<file path="src/rtl/pixdiv_pkg.sv">
package pixdiv_pkg;

  // Which half of a master-clock period the sequencer is in.
  typedef enum logic {
    HALF_HI = 1'b0,   // first half: master level high
    HALF_LO = 1'b1    // second half: master level low
  } half_e;

endpackage

</file>
<file path="src/rtl/pixdiv_rst_sync.sv">
module pixdiv_rst_sync #(
  parameter int STAGES = 2
) (
  input  logic clk,
  input  logic rst_n,
  output logic rst_sn
);

  logic [STAGES-1:0] chain_q;

  generate
    if (STAGES == 1) begin : g_one
      always_ff @(posedge clk or negedge rst_n) begin
        if (!rst_n) chain_q <= '0;
        else        chain_q <= 1'b1;
      end
    end else begin : g_many
      always_ff @(posedge clk or negedge rst_n) begin
        if (!rst_n) chain_q <= '0;
        else        chain_q <= {chain_q[STAGES-2:0], 1'b1};
      end
    end
  endgenerate

  assign rst_sn = chain_q[STAGES-1];

endmodule

</file>
<file path="src/rtl/pixdiv_phase_seq.sv">
module pixdiv_phase_seq
  import pixdiv_pkg::*;
#(
  parameter int CNT_W = 4
) (
  input  logic             clk,
  input  logic             rst_sn,
  output logic [CNT_W-1:0] cnt_q,
  output half_e            half_q,
  output logic [CNT_W-1:0] cnt_d,
  output half_e            half_d
);

  localparam logic [CNT_W-1:0] TERM = {CNT_W{1'b1}};
  localparam logic [CNT_W-1:0] LOAD = TERM - 2;

  logic adv_en;
  logic term_hit;

  // next-state
  always_comb begin
    adv_en   = (half_q == HALF_LO);
    term_hit = (cnt_q == TERM);
    half_d   = (half_q == HALF_HI) ? HALF_LO : HALF_HI;
    cnt_d    = cnt_q;
    if (adv_en) begin
      if (term_hit) cnt_d = LOAD;
      else          cnt_d = cnt_q + 1'b1;
    end
  end

  // registers
  always_ff @(posedge clk or negedge rst_sn) begin
    if (!rst_sn) begin
      cnt_q  <= LOAD;
      half_q <= HALF_HI;
    end else begin
      half_q <= half_d;
      if (adv_en) cnt_q <= cnt_d;
    end
  end

endmodule

</file>
<file path="src/rtl/pixdiv_toggle.sv">
module pixdiv_toggle
  import pixdiv_pkg::*;
#(
  parameter int CNT_W = 4
) (
  input  logic             clk,
  input  logic             rst_sn,
  input  logic [CNT_W-1:0] cnt_d,
  input  half_e            half_d,
  output logic             pix_q,
  output logic             strobe_q
);

  localparam logic [CNT_W-1:0] TERM = {CNT_W{1'b1}};

  logic tog_term;
  logic tog_low13;
  logic clr_phase;
  logic pix_d;
  logic strobe_d;

  // next-state, decided from the slot being entered
  always_comb begin
    tog_term  = (cnt_d == TERM) && (half_d == HALF_HI);
    tog_low13 = !cnt_d[1] && (half_d == HALF_LO);
    clr_phase = !cnt_d[0];
    if (clr_phase)                   pix_d = 1'b0;
    else if (tog_term || tog_low13)  pix_d = !pix_q;
    else                             pix_d = pix_q;
    strobe_d  = pix_d ^ pix_q;
  end

  // registers
  always_ff @(posedge clk or negedge rst_sn) begin
    if (!rst_sn) begin
      pix_q    <= 1'b1;
      strobe_q <= 1'b0;
    end else begin
      pix_q    <= pix_d;
      strobe_q <= strobe_d;
    end
  end

endmodule

</file>
<file path="src/rtl/pix_clkdiv3.sv">
module pix_clkdiv3
  import pixdiv_pkg::*;
#(
  parameter int CNT_W       = 4,
  parameter int SYNC_STAGES = 2
) (
  input  logic             clk2x,
  input  logic             rst_n,
  output logic             pix_col,
  output logic             col_strobe,
  output logic             mclk,
  output logic [CNT_W-1:0] cnt_state
);

  logic             rst_s;
  logic [CNT_W-1:0] cnt_q;
  logic [CNT_W-1:0] cnt_d;
  half_e            half_q;
  half_e            half_d;

  pixdiv_rst_sync #(.STAGES(SYNC_STAGES)) u_rst (
    .clk    (clk2x),
    .rst_n  (rst_n),
    .rst_sn (rst_s)
  );

  pixdiv_phase_seq #(.CNT_W(CNT_W)) u_seq (
    .clk    (clk2x),
    .rst_sn (rst_s),
    .cnt_q  (cnt_q),
    .half_q (half_q),
    .cnt_d  (cnt_d),
    .half_d (half_d)
  );

  pixdiv_toggle #(.CNT_W(CNT_W)) u_tog (
    .clk      (clk2x),
    .rst_sn   (rst_s),
    .cnt_d    (cnt_d),
    .half_d   (half_d),
    .pix_q    (pix_col),
    .strobe_q (col_strobe)
  );

  assign cnt_state = cnt_q;
  assign mclk      = (half_q == HALF_HI);

endmodule

</file>
<file path="config.mk">
export PLATFORM = sky130hd
export DESIGN_NAME = pix_clkdiv3
export DESIGN_NICKNAME = d
export VERILOG_FILES = /design/src/rtl/pixdiv_pkg.sv /design/src/rtl/pixdiv_rst_sync.sv /design/src/rtl/pixdiv_phase_seq.sv /design/src/rtl/pixdiv_toggle.sv /design/src/rtl/pix_clkdiv3.sv
export SDC_FILE = /design/constraint.sdc
export NUM_CORES = 1
export LEC_CHECK = 0
export BUFFER_PORTS_ARGS = -buffer_cell sky130_fd_sc_hd__buf_4
export CORE_AREA = 2 2 39 41
export CTS_CLUSTER_DIAMETER = 150
export DETAILED_ROUTE_END_ITERATION = 12
export DIE_AREA = 0 0 41 43
export SYNTH_ARGS = -nofsm -noshare
export SYNTH_HDL_FRONTEND = slang
export SYNTH_SLANG_ARGS = --single-unit
export TNS_END_PERCENT = 1
</file>
<file path="constraint.sdc">
create_clock -name clk2x -period 1 [get_ports clk2x]
set_input_delay 0.15 -clock clk2x [delete_from_list [all_inputs] [get_ports clk2x]]
set_output_delay 0.15 -clock clk2x [all_outputs]
set_load 0.01 [all_outputs]
</file>
Yosys cells after proc, flatten, opt, wreduce, memory -nomap -nowiden
Index checks and enable logic that the tools add are counted.
{"block": "classes", "add_sub_neg": 1, "eq_ne": 2, "muxes": 5, "n_bitwise": 2, "reduce_logical": 5}
{"op": "== test 4 bit, second input constant", "n": 2}
{"op": "2-to-1 mux 4 bit", "n": 2}
{"op": "adder 4 x 1 -> 4 bit, second input constant", "n": 1}
{"op": "2-to-1 mux 1 bit", "n": 3}
{"op": "logical AND 1 bit", "n": 2}
{"op": "zero test 1 bit", "n": 2}
{"op": "logical OR 1 bit", "n": 1}
{"op": "inverter 1 bit", "n": 1}
{"op": "XOR 1 bit", "n": 1}
{"block": "word_totals", "reg_bits": 9, "in_bits": 2, "output_inout_bits": 7, "wordCells": 20}

Depth between registers and ports, before layout
Gate-level depths: netlist of the first run.
{"block": "logic_depth", "depth_word": 9, "mapped_depth": 5, "mapped_depth_nobuf": 5}

Modules after synthesis
A second synthesis of the first run with hierarchy kept.
{"block": "hier_totals", "cells_unflattened": 37, "hier_area_um2": 434.2}
{"mod": "pixdiv_phase_seq", "instances": 1, "cells_each": 23, "area_per_inst_um2": 274.0, "seq_area_each_um2": 128.9}
{"mod": "pixdiv_toggle", "instances": 1, "cells_each": 10, "area_per_inst_um2": 102.6, "seq_area_each_um2": 51.3}
{"mod": "pixdiv_rst_sync", "instances": 1, "cells_each": 3, "area_per_inst_um2": 53.8, "seq_area_each_um2": 50.0}
{"mod": "pix_clkdiv3", "instances": 1, "cells_each": 1, "area_per_inst_um2": 3.8, "seq_area_each_um2": 0.0}

Worst setup path before layout of the first run
OpenSTA, ideal clock, no wires.
{"block": "synth_timing", "path_type": "register to register", "start": "register u_seq.cnt_q[1]", "end": "register u_tog.pix_q", "setup_ns": 0.075, "arrival_ns": 1.539, "required_time_ns": 0.925, "setup_slack_ns": -0.614, "path_stages_with_launch": 6, "n_path_buf": 0, "synth_period_minus_slack_ns": 1.614, "cell_sequence": "dfrtp_1 ha_1 or2b_1 mux2_4 a32oi_4 mux2i_1"}
{"block": "synth_between", "elab_chain_len": 8, "word_cells_on_any_way": 11, "classes_between": "add/sub: 1; eq/ne: 2; mux: 4; reduce/logical: 4"}
{"item": "start, declared", "line": "pixdiv_phase_seq.sv:8", "rtl": "output logic [CNT_W-1:0] cnt_q,"}
{"item": "start signal, assigned", "line": "pixdiv_phase_seq.sv:39", "rtl": "if (adv_en) cnt_q <= cnt_d;"}
{"item": "adder 4 x 1 -> 4 bit or == test 4 bit (tied branches)", "line": "pixdiv_phase_seq.sv:28, pixdiv_phase_seq.sv:23"}
{"item": "2-to-1 mux 4 bit", "line": "pixdiv_phase_seq.sv:27", "rtl": "if (term_hit) cnt_d = LOAD;"}
{"item": "2-to-1 mux 4 bit *", "line": "pixdiv_phase_seq.sv:26", "rtl": "if (adv_en) begin"}
{"item": "== test 4 bit or zero test 1 bit (tied branches)", "line": "pixdiv_toggle.sv:24, pixdiv_toggle.sv:25"}
{"item": "logical AND 1 bit, on equally long branches", "line": "pixdiv_toggle.sv:24, pixdiv_toggle.sv:25"}
{"item": "logical OR 1 bit", "line": "pixdiv_toggle.sv:28", "rtl": "else if (tog_term || tog_low13) pix_d = !pix_q;"}
{"item": "2-to-1 mux 1 bit", "line": "pixdiv_toggle.sv:28"}
{"item": "2-to-1 mux 1 bit *", "line": "pixdiv_toggle.sv:27", "rtl": "if (clr_phase) pix_d = 1'b0;"}
{"item": "net u_tog.pix_d", "line": "pixdiv_toggle.sv:19", "rtl": "logic pix_d;"}
{"item": "end signal, assigned", "line": "pixdiv_toggle.sv:39", "rtl": "pix_q <= pix_d;"}
{"item": "end, declared", "line": "pixdiv_toggle.sv:10", "rtl": "output logic pix_q,"}
Mark *: on every way through the listed nets, which the timed path passes. The rest lies on a longest branch.
A chain may end at the register's enable or synchronous reset.

Final worst setup path of the first run
Ends and elaborated chain as after synthesis.

==> results of run 1 <==
-- metal layers --
metal  track usage (%)  vias up
met1              13.4      152
li1                  -      165
met2              15.6       11
met3              3.14        0
met5                 0        -
met4              8.00        0
-- state kept, by name, indices dropped and copies added, names as in the netlist --
signal / cells
u_rst.chain_q: 2
u_seq.cnt_q: 4
u_seq.half_q: 1
u_tog.pix_q: 1
u_tog.strobe_q: 1
-- cell type report --
| class | instances | area (um^2) | area share (%) |
|---|---|---|---|
| flip-flops and latches | 9 | 231 | 36.1 |
| multi-input cells | 24 | 190 | 29.6 |
| repair buffers | 17 | 160 | 25.0 |
| clock buffers | 4 | 26.3 | 4.09 |
| well taps | 16 | 20.0 | 3.12 |
| inverters | 3 | 13.8 | 2.14 |
-- logic make-up after synthesis --
| kind of cell | count (synthesis) | share of synthesized area [%] |
|---|---|---|
| compound gates | 8 | 16.1 |
| simple gates | 12 | 15.5 |
| other cells | 1 | 0.908 |
| fa+ha+maj | 1 | 3.03 |
| mux | 2 | 6.06 |
| buf+inv | 3 | 2.73 |
| flops | 9 | 55.8 |
-- how the worst max path moves through the flow --
stage                               start  slack (ns)  cells past startpoint                     to
5_1_grt        u_seq.cnt_q[1]$_DFFE_PN0P_       -0.62                      5  u_tog.pix_q$_DFF_PN1_
2_1_floorplan  u_seq.cnt_q[1]$_DFFE_PN0P_       -0.55                      5  u_tog.pix_q$_DFF_PN1_
3_3_place_gp   u_seq.cnt_q[1]$_DFFE_PN0P_       -0.53                      5  u_tog.pix_q$_DFF_PN1_
4_1_cts        u_seq.cnt_q[1]$_DFFE_PN0P_       -0.56                      5  u_tog.pix_q$_DFF_PN1_
6_report       u_seq.cnt_q[1]$_DFFE_PN0P_       -0.54                      5  u_tog.pix_q$_DFF_PN1_
3_5_place_dp   u_seq.cnt_q[1]$_DFFE_PN0P_       -0.54                      5  u_tog.pix_q$_DFF_PN1_
-- layout by cell type, fill, tap and decap left out, types with 2 or more instances in the layout --
cell type | netlist | routed
buf_4 | 0 | 8
buf_6 | 0 | 8
dfrtp_1 | 5 | 4
dfstp_2 | 4 | 4
a21oi_1 | 4 | 3
clkbuf_4 | 0 | 3
nor2_1 | 2 | 2
nand2b_1 | 2 | 2
nand2_1 | 3 | 2
inv_1 | 3 | 2
-- power by group --
part	internal, mW	switching [mW]	leakage [nW]
clock	0.154	0.126	0.0150
combinational	0.00499	0.00214	0.193
sequential	0.369	0.00587	0.0977
-- metrics by stage --
stage          setup WS [ns]  setup TNS, ns  std cells  hold WS (ns)
3_3_place_gp          -0.534          -1.52         68       -0.0673
6_report              -0.543          -2.28         73         0.114
2_1_floorplan         -0.551          -1.54         36        -0.146
5_1_grt               -0.621          -2.80         73         0.152
3_5_place_dp          -0.543          -1.54         68       -0.0666
4_1_cts               -0.561          -2.44         73         0.125
-- what timing repair did --
item | in CTS | in global routing
resized for setup | 11 | 2
hold buffers | 1 | 0
hold endpoints to repair | 2 | 0
setup endpoints to repair | 12 | 12
pin swaps | 2 | 1
==> metrics.yaml, run 1 <==
setup_path:
  slowest_stage: "dfrtp_2"
  cp_cell_sequence: "ha_4, or2b_1, mux2_4, a32oi_4, mux2i_1"
  cp_max_fo: 2
  crit_family: "multiplexers"
  max_stage_delay_ns: 0.42
  reg2reg_slack_ns: -0.54
  arrival_ns: 1.73
  critPathCaptureType: "flip-flop"
  rr_endpoint: "u_tog.pix_q$_DFF_PN1_"
  startpoint_type: "flip-flop"
  rr_worst_depth: 5
  critPathBufInv: 0
  path_class: "reg2reg"
  worstPathRequired_ns: 1.19
  r2r-start: "u_seq.cnt_q[1]$_DFFE_PN0P_"
timing:
  final-hold-violation-count: 0
  skew_ns: 0.00293
  min_period_ns: 1.54
  finalCritPeriodShare_pct: 154
  rsz0062_at_grt: "true"
  setup_viol: 12
  setup_slack_ns: -0.543
  fmax_mhz: 648
  maxSlewViolCount: 0
route:
  dr.max_layer_used: "met3"
  route.detailed.drc: 0
  wl_met2_um: 396
  route.detailed.wl_per_inst_um: 10.4
  num_vias: 328
  wirelength_um: 759
  first_pass_iters: 4
  met1Wirelength_um: 324
  met3_length_um: 38
  first_iter_violations: 3
  viasPerCell: 4.49
  ant_nets: 0
place:
  dp_hpwl_um: 547
  portBuffers: 8
  routabilityCongestion: 0.680
  post_dp_cell_area_um2: 567
global_routing:
  grt_pass1_vias: 316
  grt_first_pass_wirelength_um: 1260
  grt_max_degree: 8
  antenna_found_initial: 0
  grtUsageTotal_pct: 11.0
  grt-ovfl-total: 0
logic_synthesis:
  yosys_warnings: 0
  synth_fp_nets: 39
  yosysMostFrequentCell: "dfrtp_1"
  synthTopCellsByArea: "dfrtp_1 30%, dfstp_2 25%, a32oi_4 6.7%"
  yosysSeqAreaShare_pct: 55.8
  ys.flop_type: "dfrtp_1"
  netlist_instances: 36
  synth_cell_types: 20
  yosysTopAreaCell: "dfrtp_1"
  postSynth.asyncResetShare_pct: 100
  syn_area_per_cell_um2: 11.5
  yosys_register_bits: 9
  synth_commonest_cells: "5 x dfrtp_1, 4 x a21oi_1, 4 x dfstp_2"
  synth_edf_count: 0
  syn_area_um2: 413
  synth_top_area_share_pct: 30.3
clocking:
  clock-root-buffer: "clkbuf_4"
  cts_max_level: 1
  numCtsBuffers: 3
  cts_buffer_depth: 2
  cts_sinks: 9
  cts_tree: "done"
  clk_latency_ns: 0.26
  cts_setup_buffers: 0
  clk_pin_slew_ns: 0.06
power_and_ir_drop:
  leakage_nw: 0.305
  cellPowerDensity_mw_per_mm2: 1030
  power_mw: 0.661
  peakVddDrop_uv: 806
layout:
  areaGrowthSynthToFinish_pct: 55.5
  utilization_pct: 46.4
  n_antenna_cell: 0
  design_area_um2: 642
  fillCellCount: 141
  drive_gt1_share_pct: 54.4
  nNetsFinal: 61
status:
  outcome: "finished, violations left"
  violations: "negative setup slack"
min_path:
  min_path_type: "reg2async"
die:
  io_pins: 9
  start_util_pct: 29.8
  die_h_um: 43
  rows: 14
  die_x_um: 41
  fp.coreArea_mm2: 0.00138
  fp.dieArea_mm2: 0.00176
job:
  maxCapViolCount: 0
(Power assumes the default switching activity.)
==> run 2, diff against run 1 <==
Settings changed: CTS_BUF_LIST set to sky130_fd_sc_hd__clkbuf_8.
==> run 2 against run 1 <==
  * The run still ends with negative setup slack left
  * Sequential power about the same
  * Final area rose by 2.9%
  * Highest routed layer is now met4
  * Routed wire length increased by 2.4%
  * Non-clock buffer count unchanged
  * First-iteration DRC count down 67%
  * Sequential share of layout area fell by 1.0 points
==> metrics.yaml, run 2 (synthesis gave the netlist of run 1 again) <==
global_routing:
  antenna_found_initial: 0
  grt_first_pass_wirelength_um: 1240
  grt-ovfl-total: 0
  grt_pass1_vias: 306
  grt_max_degree: 8
  grtUsageTotal_pct: 11.1
timing:
  fmax_mhz: 650
  setup_slack_ns: -0.540
  final-hold-violation-count: 0
  rsz0062_at_grt: "true"
  maxSlewViolCount: 0
  min_period_ns: 1.54
  skew_ns: 0.00272
  setup_tns_ns: -2.05
  setup_viol: 12
  finalCritPeriodShare_pct: 154
layout:
  regMostFlops: "u_seq.cnt_q"
  n_antenna_cell: 0
  multi_input_area_um2: 190
  areaGrowthSynthToFinish_pct: 60.0
  top_regs: "u_seq.cnt_q x4, u_rst.chain_q x2"
  largest_reg_flops: 4
  fillCellCount: 138
  utilization_pct: 47.7
  nNetsFinal: 61
  final_cell_mix: "8 x buf_4, 8 x buf_6, 4 x dfrtp_1, 4 x dfstp_2"
  drive_gt1_share_pct: 54.4
  final_cells: 73
  seq_area_um2: 231
  design_area_um2: 661
clocking:
  clk_latency_ns: 0.23
  clk_pin_slew_ns: 0.05
  cts_buffer_depth: 2
  cts_setup_buffers: 0
  cts_max_level: 1
  cts_sinks: 9
  numCtsBuffers: 3
  cts_tree: "done"
  clock-root-buffer: "clkbuf_8"
job:
  maxCapViolCount: 0
place:
  routabilityCongestion: 0.680
  dp_cells: 68
  post_dp_cell_area_um2: 567
  dp_hpwl_um: 547
  portBuffers: 8
power_and_ir_drop:
  peakVddDrop_uv: 1070
  clkPwrFrac_pct: 51.3
  p_switching_mw: 0.145
  switching_share_pct: 18.4
  internal_power_mw: 0.642
  cellPowerDensity_mw_per_mm2: 1190
  seq_power_share_pct: 47.8
  pwr-share-comb_pct: 0.9
  leakage_nw: 0.317
setup_path:
  startpoint_type: "flip-flop"
  worstPathRequired_ns: 1.16
  cp_max_fo: 2
  critPathCaptureType: "flip-flop"
  path_class: "reg2reg"
  arrival_ns: 1.70
route:
  viasPerCell: 4.44
  ant_nets: 0
  route.detailed.drc: 0
  first_iter_violations: 1
  first_pass_iters: 4
  num_vias: 324
  wirelength_um: 777
  route.detailed.wl_per_inst_um: 10.6
status:
  violations: "negative setup slack"
  outcome: "finished, violations left"
die:
  start_util_pct: 29.8
  die_h_um: 43
  rows: 14
  fp.dieArea_mm2: 0.00176
  fp.coreArea_mm2: 0.00138
  io_pins: 9
  die_x_um: 41
min_path:
  min_path_type: "reg2async"
run 2: changes by cell type in the layout (fill, tap and decap cells not counted):
cell	previous run	this run
inv_1	2	3
clkbuf_1	1	0
clkbuf_4	3	0
clkbuf_8	0	3
run 2: through the flow:
| stage | hold WS [ns] | power (mW) | setup slack (ns) |
|---|---|---|---|
| CTS | 0.122 | 0.808 | -0.555 |
| finish | 0.111 | 0.787 | -0.540 |
| floorplan | -0.146 | 0.380 | -0.551 |
| global route | 0.150 | 0.821 | -0.615 |
| detailed placement | -0.0666 | 0.386 | -0.543 |
| global placement | -0.0673 | 0.386 | -0.534 |
run 2: final cells by class:
type                       instances  share of cell area [%]
clock inverter                     1                   0.568
sequential                         9                    35.0
timing repair buffer              17                    24.2
clock buffer                       3                    6.25
inverter                           3                    2.08
tap                               16                    3.03
multi-input combinational         24                    28.8
run 2: final timing paths:
kind,startpoint,cells past startpoint,slack [ns],endpoint
worst max-delay path,u_seq.cnt_q[1]$_DFFE_PN0P_,5,-0.54,u_tog.pix_q$_DFF_PN1_
worst min-delay path,u_rst.chain_q[1]$_DFF_PN0_,0,0.11,u_tog.strobe_q$_DFF_PN0_
worst max register to register,u_seq.cnt_q[1]$_DFFE_PN0P_,5,-0.54,u_tog.pix_q$_DFF_PN1_
worst min register to register,u_rst.chain_q[1]$_DFF_PN0_,0,0.11,u_tog.strobe_q$_DFF_PN0_
max in group asynchronous,u_rst.chain_q[1]$_DFF_PN0_,0,0.61,u_seq.cnt_q[0]$_DFFE_PN1P_
min in group clk2x,u_rst.chain_q[0]$_DFF_PN0_,0,0.35,u_rst.chain_q[1]$_DFF_PN0_
run 2: repair_timing:
| item | in CTS | in global routing |
|---|---|---|
| hold buffers | 1 | 0 |
| gates resized for setup | 10 | 3 |
| hold endpoints to repair | 2 | 0 |
| endpoints found under the setup margin | 12 | 12 |
| pin swaps | 2 | 1 |
run 2: worst max-delay path, stage by stage (launching register included):
cell and delay (ns):
dfrtp_2 0.41, ha_4 0.16, or2b_1 0.21, mux2_4 0.29, a32oi_4 0.19, mux2i_1 0.21
run 2: layer usage:
layer | GRT usage [%] | routed length [um] | up-vias
li1 | - | - | 165
met2 | 14.7 | 394 | 10
met3 | 3.14 | 35 | 2
met1 | 13.7 | 336 | 147
met4 | 10.0 | 10 | 0
met5 | 0 | 0 | -
run 2: power groups by stage:
| stage | sequential (mW) | clock [mW] | combinational (mW) |
|---|---|---|---|
| floorplan | 0.379 | 0 | 0.000325 |
| finish | 0.376 | 0.404 | 0.00717 |
| global route | 0.377 | 0.435 | 0.00822 |
| detailed placement | 0.382 | 0 | 0.00424 |
| CTS | 0.376 | 0.424 | 0.00728 |
| global placement | 0.381 | 0 | 0.00416 |
==> run 3, diff against run 2 <==
Settings changed: CELL_PAD_IN_SITES_DETAIL_PLACEMENT set to 0, CELL_PAD_IN_SITES_GLOBAL_PLACEMENT set to 1, PLACE_DENSITY_LB_ADDON set to 0.1.
==> run 3 against run 2 <==
  * Non-clock buffer count did not move
  * Critical path type unchanged
  * Register-to-register slack got worse by 0.03 ns
  * The flow still finishes with violations (negative setup slack)
  * Sequential cell count did not move
  * Critical endpoint unchanged
==> metrics.yaml, run 3 (synthesis gave the netlist of run 1 again) <==
status:
  outcome: "finished, violations left"
  violations: "negative setup slack"
global_routing:
  grtUsageTotal_pct: 13.6
  antenna_found_initial: 0
  grt_first_pass_wirelength_um: 1570
  grt-ovfl-total: 0
  grt_pass1_vias: 365
  grt_max_degree: 8
setup_path:
  arrival_ns: 1.73
  cp_max_fo: 2
  crit_family: "multiplexers"
  critPathCaptureType: "flip-flop"
  reg2reg_slack_ns: -0.57
  path_class: "reg2reg"
  critPathBufInv: 0
  cp-startpoint: "u_seq.cnt_q[1]$_DFFE_PN0P_"
  slowest_stage: "dfrtp_2"
  worstPathRequired_ns: 1.15
  r2r-start: "u_seq.cnt_q[1]$_DFFE_PN0P_"
  startpoint_type: "flip-flop"
  cp_cell_sequence: "ha_4, or2b_1, mux2_4, a32oi_4, mux2i_1"
  max_stage_delay_ns: 0.41
die:
  fp.dieArea_mm2: 0.00176
  die_h_um: 43
  die_x_um: 41
  fp.coreArea_mm2: 0.00138
  start_util_pct: 29.8
  io_pins: 9
  rows: 14
layout:
  final_cell_mix: "9 x buf_4, 7 x buf_6, 4 x dfrtp_1, 4 x dfstp_2"
  n_antenna_cell: 0
  largest_reg_flops: 4
  drive_gt1_share_pct: 52.6
  fillCellCount: 134
  top_regs: "u_seq.cnt_q x4, u_rst.chain_q x2"
  nNetsFinal: 61
  final_common_cell: "buf_4"
  areaGrowthSynthToFinish_pct: 58.5
  regMostFlops: "u_seq.cnt_q"
  design_area_um2: 654
route:
  first_pass_iters: 1
  route.detailed.wl_per_inst_um: 11.5
  ant_nets: 0
  route.detailed.drc: 0
  wirelength_um: 842
  viasPerCell: 4.38
  first_iter_violations: 0
  num_vias: 320
clocking:
  cts_max_level: 1
  cts_sinks: 9
  cts_tree: "done"
  clock-root-buffer: "clkbuf_8"
  clk_latency_ns: 0.23
  cts_buffer_depth: 2
  numCtsBuffers: 3
  clk_pin_slew_ns: 0.04
timing:
  fmax_mhz: 636
  holdWs_ns: 0.105
  setup_viol: 12
  rsz0062_at_grt: "true"
  maxSlewViolCount: 0
  skew_ns: 0.000542
  setup_slack_ns: -0.572
  final-hold-violation-count: 0
  min_period_ns: 1.57
  finalCritPeriodShare_pct: 157
power_and_ir_drop:
  p_switching_mw: 0.147
  clkPwrFrac_pct: 51.5
  leakage_nw: 0.314
  peakVddDrop_uv: 676
  internal_power_mw: 0.642
  seq_power_share_pct: 47.6
  pwr-share-comb_pct: 0.9
  power_mw: 0.790
  switching_share_pct: 18.7
  cellPowerDensity_mw_per_mm2: 1210
place:
  pre_cts_ws_ns: -0.573
  post_dp_cell_area_um2: 567
  routabilityCongestion: 0.650
  portBuffers: 8
min_path:
  min_path_type: "reg2async"
job:
  maxCapViolCount: 0
-- run 3: stage by stage --
step                setup TNS, ns  util (%)  std cells
finish                      -2.29      47.3         73
global placement            -1.56      41.0         68
detailed placement          -1.63      41.0         68
CTS                         -2.43      47.0         73
floorplan                   -1.54         -         36
global route                -2.85      47.3         73
-- run 3: cell type report --
type	instances	area (um^2)	share of cell area, %
inverters	3	13.8	2.10
multi-input cells	24	188	28.7
clock inverters	1	3.75	0.574
well taps	16	20.0	3.06
repair buffers	17	156	23.9
clock buffers	3	41.3	6.31
flip-flops and latches	9	231	35.4
-- run 3: power groups by stage --
stage | logic [mW] | clock network [mW] | registers (mW)
2_1_floorplan | 0.000325 | 0 | 0.379
3_3_place_gp | 0.00403 | 0 | 0.381
3_5_place_dp | 0.00417 | 0 | 0.381
4_1_cts | 0.00736 | 0.419 | 0.376
5_1_grt | 0.00864 | 0.431 | 0.377
6_report | 0.00721 | 0.407 | 0.376
-- run 3: routing by layer --
| layer | vias to the layer above | routed length (um) | global-route usage [%] |
|---|---|---|---|
| met5 | - | 0 | 0 |
| met4 | 0 | 0 | 10.0 |
| met3 | 0 | 36 | 3.14 |
| met2 | 8 | 417 | 19.7 |
| met1 | 147 | 387 | 16.6 |
| li1 | 165 | - | - |
-- run 3: final timing paths --
path | cells after the start | endpoint
worst max-delay path | 5 | u_tog.pix_q$_DFF_PN1_
worst min-delay path | 0 | u_tog.strobe_q$_DFF_PN0_
worst max register to register | 5 | u_tog.pix_q$_DFF_PN1_
worst min register to register | 0 | u_tog.strobe_q$_DFF_PN0_
max in group asynchronous | 0 | u_seq.cnt_q[0]$_DFFE_PN1P_
min in group clk2x | 0 | u_rst.chain_q[1]$_DFF_PN0_
-- run 3: what timing repair did --
action / 4_1_cts / 5_1_grt
endpoints found under the hold margin: 2 / 0
endpoints found under the setup margin: 12 / 12
pin swaps: 1 / 0
hold buffers: 1 / 0
buffers inserted: 0 / 0
resized for setup: 9 / 2
